$ cat config.mk
export PLATFORM = sky130hd
export DESIGN_NAME = sv32_walker
export DESIGN_NICKNAME = d
export VERILOG_FILES = /design/src/rtl/sv32_walk_pkg.sv /design/src/rtl/sv32_pte_addr.sv /design/src/rtl/sv32_pte_decode.sv /design/src/rtl/sv32_walker.sv
export SDC_FILE = /design/constraint.sdc
export NUM_CORES = 1
export LEC_CHECK = 0
export ABC_AREA = 1
export BUFFER_PORTS_ARGS = -buffer_cell sky130_fd_sc_hd__buf_2
export CAP_MARGIN = 20
export CORE_MARGIN = 5
export CORE_UTILIZATION = 45
export CTS_BUF_LIST = sky130_fd_sc_hd__clkbuf_16
export CTS_CLUSTER_SIZE = 25
export DETAILED_ROUTE_END_ITERATION = 8
export GPL_TIMING_DRIVEN = 0
export HOLD_SLACK_MARGIN = 0.15
export PLACE_DENSITY = 0.76
export SYNTH_ARGS = -nofsm -noshare
export SYNTH_HDL_FRONTEND = slang
export SYNTH_SLANG_ARGS = --single-unit
$ cat constraint.sdc
create_clock -name clk -period 1.3 [get_ports clk]
set_input_delay 0.13 -clock clk [delete_from_list [all_inputs] [get_ports clk]]
set_output_delay 0.13 -clock clk [all_outputs]
set_load 0.005 [all_outputs]
$ cat src/rtl/sv32_walk_pkg.sv
package sv32_walk_pkg;

  typedef enum logic [2:0] {
    IDLE, L1_REQ, L1_WAIT, L2_REQ, L2_WAIT, RESP
  } walk_state_e;

  typedef enum logic [1:0] {
    PTE_BAD, PTE_LEAF, PTE_NEXT
  } pte_kind_e;

  localparam logic [4:0] CAUSE_FETCH = 5'd12;
  localparam logic [4:0] CAUSE_LOAD  = 5'd13;
  localparam logic [4:0] CAUSE_STORE = 5'd15;

  function automatic logic [4:0] fault_cause(input logic [1:0] kind);
    case (kind)
      2'b00:   fault_cause = CAUSE_FETCH;
      2'b01:   fault_cause = CAUSE_LOAD;
      default: fault_cause = CAUSE_STORE;
    endcase
  endfunction

endpackage

$ cat src/rtl/sv32_pte_addr.sv
module sv32_pte_addr #(
  parameter int ADDR_W = 32,
  parameter int PPN_W  = 22,
  parameter int VPN_W  = 10,
  parameter int OFS_W  = 12,
  parameter int PTE_LG = 2
) (
  input  logic [PPN_W-1:0]  root_ppn,
  input  logic [PPN_W-1:0]  next_ppn,
  input  logic [ADDR_W-1:0] vaddr,
  input  logic              second_level,
  output logic [ADDR_W-1:0] pte_addr
);
  localparam int FULL_W = PPN_W + OFS_W;
  localparam int PAD_W  = FULL_W - VPN_W - PTE_LG;

  logic [FULL_W-1:0] base, index, sum;
  logic [VPN_W-1:0]  vpn;

  always_comb begin
    base  = {(second_level ? next_ppn : root_ppn), {OFS_W{1'b0}}};
    vpn   = second_level ? vaddr[OFS_W +: VPN_W] : vaddr[OFS_W+VPN_W +: VPN_W];
    index = {{PAD_W{1'b0}}, vpn, {PTE_LG{1'b0}}};
    sum   = base + index;
    pte_addr = sum[ADDR_W-1:0];
  end
endmodule

$ cat src/rtl/sv32_pte_decode.sv
module sv32_pte_decode
  import sv32_walk_pkg::*;
#(
  parameter int ADDR_W = 32,
  parameter int PTE_W  = 32,
  parameter int PPN_W  = 22,
  parameter int VPN_W  = 10,
  parameter int OFS_W  = 12
) (
  input  logic [PTE_W-1:0]       pte,
  input  logic [OFS_W+VPN_W-1:0] va_low,
  input  logic                   second_level,
  output pte_kind_e              kind,
  output logic [ADDR_W-1:0]      paddr,
  output logic [PPN_W-1:0]       next_ppn
);
  localparam int PPN_LSB = PTE_W - PPN_W;
  localparam int FULL_W  = PPN_W + OFS_W;

  logic [PPN_W-1:0]       ppn;
  logic [VPN_W-1:0]       ppn_lo;
  logic [PPN_W-VPN_W-1:0] ppn_hi;
  logic                   valid, leaf;
  logic [FULL_W-1:0]      full;
  logic                   unused_flags;

  assign unused_flags = ^pte[PPN_LSB-1:4];

  always_comb begin
    ppn    = pte[PPN_LSB +: PPN_W];
    ppn_lo = ppn[VPN_W-1:0];
    ppn_hi = ppn[PPN_W-1:VPN_W];
    valid  = pte[0];
    leaf   = |pte[3:1];
    if (!valid)                               kind = PTE_BAD;
    else if (leaf && !second_level && |ppn_lo) kind = PTE_BAD;
    else if (leaf)                            kind = PTE_LEAF;
    else if (second_level)                    kind = PTE_BAD;
    else                                      kind = PTE_NEXT;
    full     = second_level ? {ppn, va_low[OFS_W-1:0]} : {ppn_hi, va_low};
    paddr    = full[ADDR_W-1:0];
    next_ppn = ppn;
  end
endmodule

$ cat src/rtl/sv32_walker.sv
module sv32_walker
  import sv32_walk_pkg::*;
#(
  parameter int ADDR_W = 32,
  parameter int SATP_W = 32,
  parameter int PTE_W  = 32,
  parameter int PPN_W  = 22,
  parameter int VPN_W  = 10,
  parameter int OFS_W  = 12
) (
  input  logic              clk,
  input  logic              rst,
  input  logic              req_valid,
  output logic              req_ready,
  input  logic [ADDR_W-1:0] req_vaddr,
  input  logic [1:0]        req_type,
  input  logic [SATP_W-1:0] satp,
  output logic              mem_req_valid,
  input  logic              mem_req_ready,
  output logic [ADDR_W-1:0] mem_req_addr,
  input  logic              mem_rsp_valid,
  input  logic [PTE_W-1:0]  mem_rsp_data,
  output logic              rsp_valid,
  output logic [ADDR_W-1:0] rsp_paddr,
  output logic              rsp_fault,
  output logic [4:0]        rsp_cause
);
  localparam int LOW_W = OFS_W + VPN_W;

  walk_state_e       state;
  logic [ADDR_W-1:0] va_q;
  logic [1:0]        kind_q;
  logic [PPN_W-1:0]  root_q, next_q;
  pte_kind_e         dec_kind;
  logic [ADDR_W-1:0] dec_paddr;
  logic [PPN_W-1:0]  dec_next;
  logic              unused_asid;

  assign unused_asid = ^satp[SATP_W-2:PPN_W];

  assign req_ready     = (state == IDLE);
  assign mem_req_valid = (state == L1_REQ) || (state == L2_REQ);
  assign rsp_valid     = (state == RESP);

  sv32_pte_addr #(
    .ADDR_W(ADDR_W), .PPN_W(PPN_W), .VPN_W(VPN_W), .OFS_W(OFS_W), .PTE_LG(2)
  ) u_addr (
    .root_ppn(root_q), .next_ppn(next_q), .vaddr(va_q),
    .second_level(state == L2_REQ), .pte_addr(mem_req_addr)
  );

  sv32_pte_decode #(
    .ADDR_W(ADDR_W), .PTE_W(PTE_W), .PPN_W(PPN_W), .VPN_W(VPN_W), .OFS_W(OFS_W)
  ) u_dec (
    .pte(mem_rsp_data), .va_low(va_q[LOW_W-1:0]),
    .second_level(state == L2_WAIT), .kind(dec_kind),
    .paddr(dec_paddr), .next_ppn(dec_next)
  );

  always_ff @(posedge clk) begin
    if (rst) begin
      state     <= IDLE;
      va_q      <= '0;
      kind_q    <= '0;
      root_q    <= '0;
      next_q    <= '0;
      rsp_paddr <= '0;
      rsp_fault <= 1'b0;
      rsp_cause <= '0;
    end else begin
      case (state)
        IDLE: if (req_valid) begin
          va_q   <= req_vaddr;
          kind_q <= req_type;
          root_q <= satp[PPN_W-1:0];
          if (!satp[SATP_W-1]) begin
            rsp_paddr <= req_vaddr;
            rsp_fault <= 1'b0;
            rsp_cause <= '0;
            state     <= RESP;
          end else begin
            state <= L1_REQ;
          end
        end
        L1_REQ: if (mem_req_ready) state <= L1_WAIT;
        L2_REQ: if (mem_req_ready) state <= L2_WAIT;
        L1_WAIT, L2_WAIT: if (mem_rsp_valid) begin
          case (dec_kind)
            PTE_LEAF: begin
              rsp_paddr <= dec_paddr;
              rsp_fault <= 1'b0;
              rsp_cause <= '0;
              state     <= RESP;
            end
            PTE_NEXT: begin
              next_q <= dec_next;
              state  <= L2_REQ;
            end
            default: begin
              rsp_paddr <= '0;
              rsp_fault <= 1'b1;
              rsp_cause <= fault_cause(kind_q);
              state     <= RESP;
            end
          endcase
        end
        RESP:    state <= IDLE;
        default: state <= IDLE;
      endcase
    end
  end
endmodule

Yosys cells after proc, flatten, opt, wreduce, memory -nomap -nowiden
Cells that the tools add are included.
Storage, ports and cells
  output and inout bits: 73
  flip-flop bits (word level): 115
  input port bits: 103
  word-level logic and storage cells: 67
Cells by class
  reduce and logical (&&, ||, !) cells: 14
  multiplexer cells: 30
  equal/unequal tests: 14
  $add $sub $neg: 1
Operator list (count)
  one-hot mux 32 bit (2 select lines): 2
  2-to-1 mux 32 bit: 3
  adder 32 x 12 -> 32 bit: 1
  2-to-1 mux 22 bit: 1
  2-to-1 mux 20 bit: 1
  one-hot mux 5 bit (2 select lines): 2
  2-to-1 mux 3 bit: 6
  2-to-1 mux 5 bit: 3
  inequality test 2 bit, second input constant: 6
  one-hot mux 3 bit (4 select lines): 1
  2-to-1 mux 10 bit: 1
  OR reduction 10 bit: 1
  2-to-1 mux 2 bit: 4
  equality test 3 x 2 -> 1 bit, second input constant: 2
  equality test 3 bit, second input constant: 2
  AND reduction 5 bit: 1
  equality test 2 x 1 -> 1 bit, second input constant: 2
  one-hot mux 1 bit (2 select lines): 2
  one-hot mux 2 bit (2 select lines): 1
  AND reduction 4 bit: 1
  equality test 3 x 1 -> 1 bit, second input constant: 1
  logical NOT 3 bit: 1
  2-to-1 mux 1 bit: 3
  AND reduction 3 bit: 1
  other kinds (9): 10

Logic depth before layout (Yosys ltp)
  depth in word-level cells: 10
  mapped depth: 11

Hierarchy
Synthesis repeated with hierarchy kept, for this count alone.
Unflattened totals
  cell total of the unflattened synthesis: 952
  area, all modules: 6263.5 um^2
Modules (own cells, without submodules)
  sv32_walker: seq. area each 2322.2 um^2, area an instance 5327.6 um^2, instances 1, cells an instance 782
  sv32_pte_decode: seq. area each 0.0 um^2, area an instance 545.5 um^2, instances 1, cells an instance 70
  sv32_pte_addr: seq. area each 0.0 um^2, area an instance 390.4 um^2, instances 1, cells an instance 100

Worst setup path before layout
Ideal clock, no wire load.
  path kind: register to register
  start point: register state[1]
  end point: register kind_q[0]
  path slack: -86 ps
  data arrival time: 1267 ps
  buffers on the path: 3
  stages on the path, launching flop included: 10
  period minus slack after synthesis: 1386 ps
  path through: dfxtp_1 buf_6 inv_1 nand2_2 nor2_4 nand2_2 buf_2 buf_2 o21ai_0 a21oi_1
On the way
  word-level cells in the longest chain between the ends: 2
RTL lines
  from (decl): RTL line sv32_walker.sv:30  | walk_state_e state;
  from (signal assigned): RTL line sv32_walker.sv:62  | state <= IDLE;
  from (signal assigned): RTL line sv32_walker.sv:80  | state <= RESP;
  from (signal assigned): RTL line sv32_walker.sv:82  | state <= L1_REQ;
  logical NOT 3 bit: RTL line sv32_walker.sv:71  | case (state)
  AND reduction 2 bit (no source line)
  to (signal assigned): RTL line sv32_walker.sv:74  | kind_q <= req_type;
  to (decl): RTL line sv32_walker.sv:32  | logic [1:0] kind_q;
Every way passes these cells.
A chain may end at the register's enable or synchronous reset.

Final worst setup path
  start point: register state[0]
  end point: output port mem_req_addr[7]
On the way
  word-level cells in the longest chain between the ends: 3
RTL lines
  equality test 3 x 2 -> 1 bit: RTL line sv32_walker.sv:49  | .second_level(state == L2_REQ), .pte_addr(mem_req_addr)
  2-to-1 mux 10 bit: RTL line sv32_pte_addr.sv:22  | vpn = second_level ? vaddr[OFS_W +: VPN_W] : vaddr[OFS_W+VPN_W +: VPN_W];
  adder 32 x 12 -> 32 bit: RTL line sv32_pte_addr.sv:24  | sum = base + index;
  to (decl): RTL line sv32_walker.sv:20  | output logic [ADDR_W-1:0] mem_req_addr,
Every way passes these cells.

==> impl_metrics.xml <==
<?xml version="1.0" encoding="UTF-8"?>
<metrics>
  <group name="die">
    <metric name="core_area" unit="um2">10900</metric>
    <metric name="start_util" unit="%">46.2</metric>
    <metric name="floorplan.rows" unit="">38</metric>
    <metric name="floorplan.die.width" unit="um">116</metric>
    <metric name="ioPinCount" unit="">176</metric>
    <metric name="die_area" unit="um2">13500</metric>
    <metric name="die_height" unit="um">116</metric>
  </group>
  <group name="run_status">
    <metric name="violated_checks" unit="">negative setup slack</metric>
    <metric name="result_of_the_run" unit="">complete, but fails checks</metric>
  </group>
  <group name="power">
    <metric name="peakVddDrop" unit="uV">1740</metric>
    <metric name="switching_share" unit="%">44.7</metric>
    <metric name="power.net_switching" unit="W">0.0105</metric>
    <metric name="static-leakage-power" unit="nW">4.04</metric>
    <metric name="power_density" unit="nW/um2">2480</metric>
    <metric name="power_report.internal_total" unit="W">0.0130</metric>
    <metric name="pwr-share-seq" unit="%">22.7</metric>
    <metric name="comb_power_share" unit="%">62.7</metric>
    <metric name="power_frac_clock" unit="%">14.6</metric>
  </group>
  <group name="global_routing">
    <metric name="first_global_vias" unit="">6864</metric>
    <metric name="grt_pass1_wl" unit="mm">36.5</metric>
    <metric name="grt_start_max_net_pins" unit="">18</metric>
    <metric name="overflow" unit="">0</metric>
    <metric name="antenna_found_initial" unit="">1</metric>
    <metric name="grt_use_total" unit="%">35.0</metric>
  </group>
  <group name="yosys">
    <metric name="synthesis.yosys.warnings" unit="">0</metric>
    <metric name="postSynthAreaPerCell" unit="um2">7.25</metric>
    <metric name="synth_simple_gate_area_share" unit="%">19.8</metric>
    <metric name="async_s_r_ff_share_synth" unit="%">0</metric>
    <metric name="ys_ff_latch" unit="">112</metric>
    <metric name="edff_count_synth" unit="">0</metric>
    <metric name="synth.area.mux_share" unit="%">0</metric>
    <metric name="dominantRegCellSynth" unit="">dfxtp_1</metric>
    <metric name="post_synth_inst_count" unit="">697</metric>
    <metric name="main_combinational_cell_family_by_area_after_synthesis" unit="">compound AO/OA/AOI/OAI gates</metric>
    <metric name="count_of_cell_types_in_the_netlist" unit="">30</metric>
    <metric name="synth-seq-area-share" unit="%">44.4</metric>
    <metric name="synth-xor-area-share" unit="%">0</metric>
    <metric name="synth_compound_area_share" unit="%">25.3</metric>
    <metric name="synthAdderAreaFrac" unit="%">0</metric>
    <metric name="netlist_area" unit="um2">5050</metric>
  </group>
  <group name="final_layout">
    <metric name="final-seq-area" unit="um2">2250</metric>
    <metric name="synthToLayoutAreaGrowth" unit="%">87.8</metric>
    <metric name="design_area" unit="um2">9490</metric>
    <metric name="nFillCells" unit="">478</metric>
    <metric name="share_of_layout_cells_above_drive_strength_1" unit="%">52.8</metric>
    <metric name="multi_input_comb_area" unit="um2">3540</metric>
    <metric name="nets" unit="">1101</metric>
  </group>
  <group name="sta">
    <metric name="timing.final.hold_violations" unit="">0</metric>
    <metric name="max_slew_margin" unit="%">40.9</metric>
    <metric name="tightest_slew" unit="ps">887</metric>
    <metric name="timing.clock.skew" unit="ps">13.4</metric>
    <metric name="post-route-period-util" unit="%">143</metric>
    <metric name="rsz_0062_raised_after_global_routing" unit="">yes</metric>
    <metric name="whs" unit="ps">275</metric>
    <metric name="setup_viol" unit="">145</metric>
    <metric name="tns" unit="ps">-53470</metric>
    <metric name="fin_crit" unit="ps">1860</metric>
    <metric name="timing.fmax" unit="GHz">0.538</metric>
    <metric name="report.final.slew_viol_count" unit="">0</metric>
    <metric name="layout_setup_ws" unit="ps">-559</metric>
  </group>
  <group name="clock_tree">
    <metric name="tritoncts" unit="">done</metric>
    <metric name="htree_num_levels" unit="">3</metric>
    <metric name="cts_buffers" unit="">9</metric>
    <metric name="insertion_delay" unit="ps">370</metric>
    <metric name="clk_root_buffer_cell" unit="">clkbuf_16</metric>
    <metric name="path_clk_slew" unit="ps">80</metric>
    <metric name="clock_sinks" unit="">112</metric>
    <metric name="cts_max_path_buffers" unit="">2</metric>
  </group>
  <group name="place">
    <metric name="detailed_place_hpwl" unit="mm">12.6</metric>
    <metric name="gp_congestion" unit="">0.956</metric>
    <metric name="place.port_buffers" unit="">152</metric>
    <metric name="dp_worst_setup_slack" unit="ps">-400</metric>
    <metric name="placedInstanceArea" unit="um2">6120</metric>
  </group>
  <group name="critical_path">
    <metric name="critical_path.reg2reg.endpoint" unit="">state[0]</metric>
    <metric name="r2r_cells" unit="">10</metric>
    <metric name="critPathRequiredTime" unit="ps">1170</metric>
    <metric name="regToRegStartpoint" unit="">state[2]</metric>
    <metric name="reg2reg_slack" unit="ps">-550</metric>
    <metric name="critPathCaptureType" unit="">primary output</metric>
    <metric name="crit_path_max_fanout" unit="">6</metric>
    <metric name="start_kind" unit="">flop</metric>
    <metric name="setup.worst_path.class" unit="">flop to primary output</metric>
    <metric name="worst-endpoint-arrival" unit="ps">1730</metric>
  </group>
  <group name="drt">
    <metric name="number_of_vias_per_cell" unit="">6.53</metric>
    <metric name="drt_first_iter_violations" unit="">918</metric>
    <metric name="wire_per_inst" unit="um">26.1</metric>
    <metric name="post-route-drc-count" unit="">0</metric>
    <metric name="detailedRoute.firstPassIterationCount" unit="">9</metric>
    <metric name="postRouteAntennaNets" unit="">0</metric>
    <metric name="wl" unit="mm">29.9</metric>
    <metric name="dr_total_vias" unit="">7474</metric>
  </group>
  <group name="hold_path">
    <metric name="worst_min_delay_path_category" unit="">primary input to flop</metric>
    <metric name="worst_hold_path.num_cells" unit="">3</metric>
    <metric name="worst_hold_path.endpoint" unit="">va_q[31]</metric>
    <metric name="min_from" unit="">req_valid</metric>
  </group>
  <group name="flow_run">
    <metric name="max_cap_violation_count" unit="">0</metric>
  </group>
</metrics>
==> cells by family (layout without fill, tap and decap cells) <==
kind of cell | count (synthesis) | after routing
AND/OR/NAND/NOR | 216 | 218
other | 1 | 4
flip-flops | 112 | 112
buffers and inverters | 116 | 418
AO/OA/AOI/OAI | 252 | 252
==> cell usage after synthesis, types with 4 or more instances <==
library cell | instances | share of area (%)
inv_2 | 5 | 0.37
a21oi_1 | 143 | 14
nor2_1 | 54 | 4.0
nand3_1 | 36 | 3.6
buf_2 | 20 | 2.0
buf_4 | 6 | 0.89
inv_1 | 50 | 3.7
buf_6 | 4 | 0.89
nand2_1 | 91 | 6.8
o21ai_0 | 94 | 9.3
dfxtp_1 | 112 | 44
o21ai_1 | 12 | 1.2
nand2_2 | 6 | 0.74
clkbuf_1 | 25 | 1.9
nand4_1 | 16 | 2.0
==> metal layers <==
layer	vias to the layer above	GRT usage (%)	part of all wire [%]
li1	2944	-	-
met1	3463	40.3	33
met2	765	59.4	46
met3	300	8.46	12
met4	2	20.0	9.5
met5	-	0	0.033
==> power by group through the flow <==
| stage | Clock [W] | Sequential [W] | Combinational, W |
|---|---|---|---|
| 2_1_floorplan | 0 | 0.00504 | 0.00479 |
| 3_3_place_gp | 0 | 0.00503 | 0.00714 |
| 3_5_place_dp | 0 | 0.00504 | 0.00722 |
| 4_1_cts | 0.00336 | 0.00504 | 0.0117 |
| 5_1_grt | 0.00357 | 0.00538 | 0.0152 |
| 6_report | 0.00343 | 0.00533 | 0.0147 |
==> stage by stage <==
stage	power [W]	utilization [%]	cells
CTS	0.0201	78.9	1133
global placement	0.0122	55.9	991
detailed placement	0.0123	55.9	991
finish	0.0235	86.8	1144
floorplan	0.00984	-	699
global route	0.0241	86.8	1143
==> sequential cells by signal (all words and copies together) (netlist names) <==
| name | flops |
|---|---|
| rsp_cause | 3 |
| kind_q | 2 |
| va_q | 32 |
| root_q | 20 |
| rsp_paddr | 32 |
| state | 3 |
| next_q | 20 |
==> cell usage in the layout (no fill, tap or decap), types with 4 or more instances in the layout <==
| cell type | instances |
|---|---|
| a21oi_1 | 55 |
| a21oi_2 | 78 |
| a21oi_4 | 10 |
| buf_12 | 7 |
| buf_16 | 5 |
| buf_2 | 155 |
| buf_4 | 30 |
| buf_6 | 25 |
| buf_8 | 21 |
| bufinv_16 | 4 |
| clkbuf_1 | 11 |
| clkbuf_16 | 18 |
| clkbuf_2 | 5 |
| dfxtp_1 | 109 |
| dlygate4sd3_1 | 74 |
| inv_1 | 50 |
| inv_4 | 5 |
| nand2_1 | 50 |
| nand2_2 | 25 |
| nand2_4 | 21 |
| nand2_8 | 5 |
| nand3_1 | 28 |
| nand3_2 | 8 |
| nand4_1 | 16 |
| nor2_1 | 29 |
| nor2_2 | 9 |
| nor2_4 | 21 |
| o21ai_0 | 15 |
| o21ai_1 | 29 |
| o21ai_2 | 46 |
| o21ai_4 | 16 |
==> how the worst max path moves through the flow <==
stage	from	endpoint	slack (ps)	cells after the start
finish	state[0]	mem_req_addr[7]	-560	6
global route	state[0]	mem_req_addr[7]	-690	6
CTS	state[2]	rsp_paddr[25]	-390	11
detailed placement	state[1]	root_q[19]	-400	8
global placement	state[2]	mem_req_addr[13]	-400	7
floorplan	state[1]	root_q[10]	-30	9
==> timing repair <==
item	in CTS	in global routing
setup buffers	33	12
gates cloned	19	3
endpoints found under the setup margin	144	144
hold buffers	74	0
gates resized for setup	259	220
hold endpoints to repair	97	0
pin swaps	41	54
==> area by class of cell <==
class	count	share of cell area (%)
multi-input combinational	473	37.3
clock inverter	7	1.42
sequential	112	23.7
buffer	58	6.59
tap	140	1.85
inverter	57	2.52
clock buffer	9	2.37
antenna	1	0.0264
timing repair buffer	287	24.2
==> worst max-delay path, stage by stage, from the launching register on <==
cell and delay (ps):
dfxtp_4 400, inv_8 50, nor2_4 170, nand2_4 160, clkbuf_16 210, o21ai_2 210, buf_2 160
(Power assumes the default switching activity.)
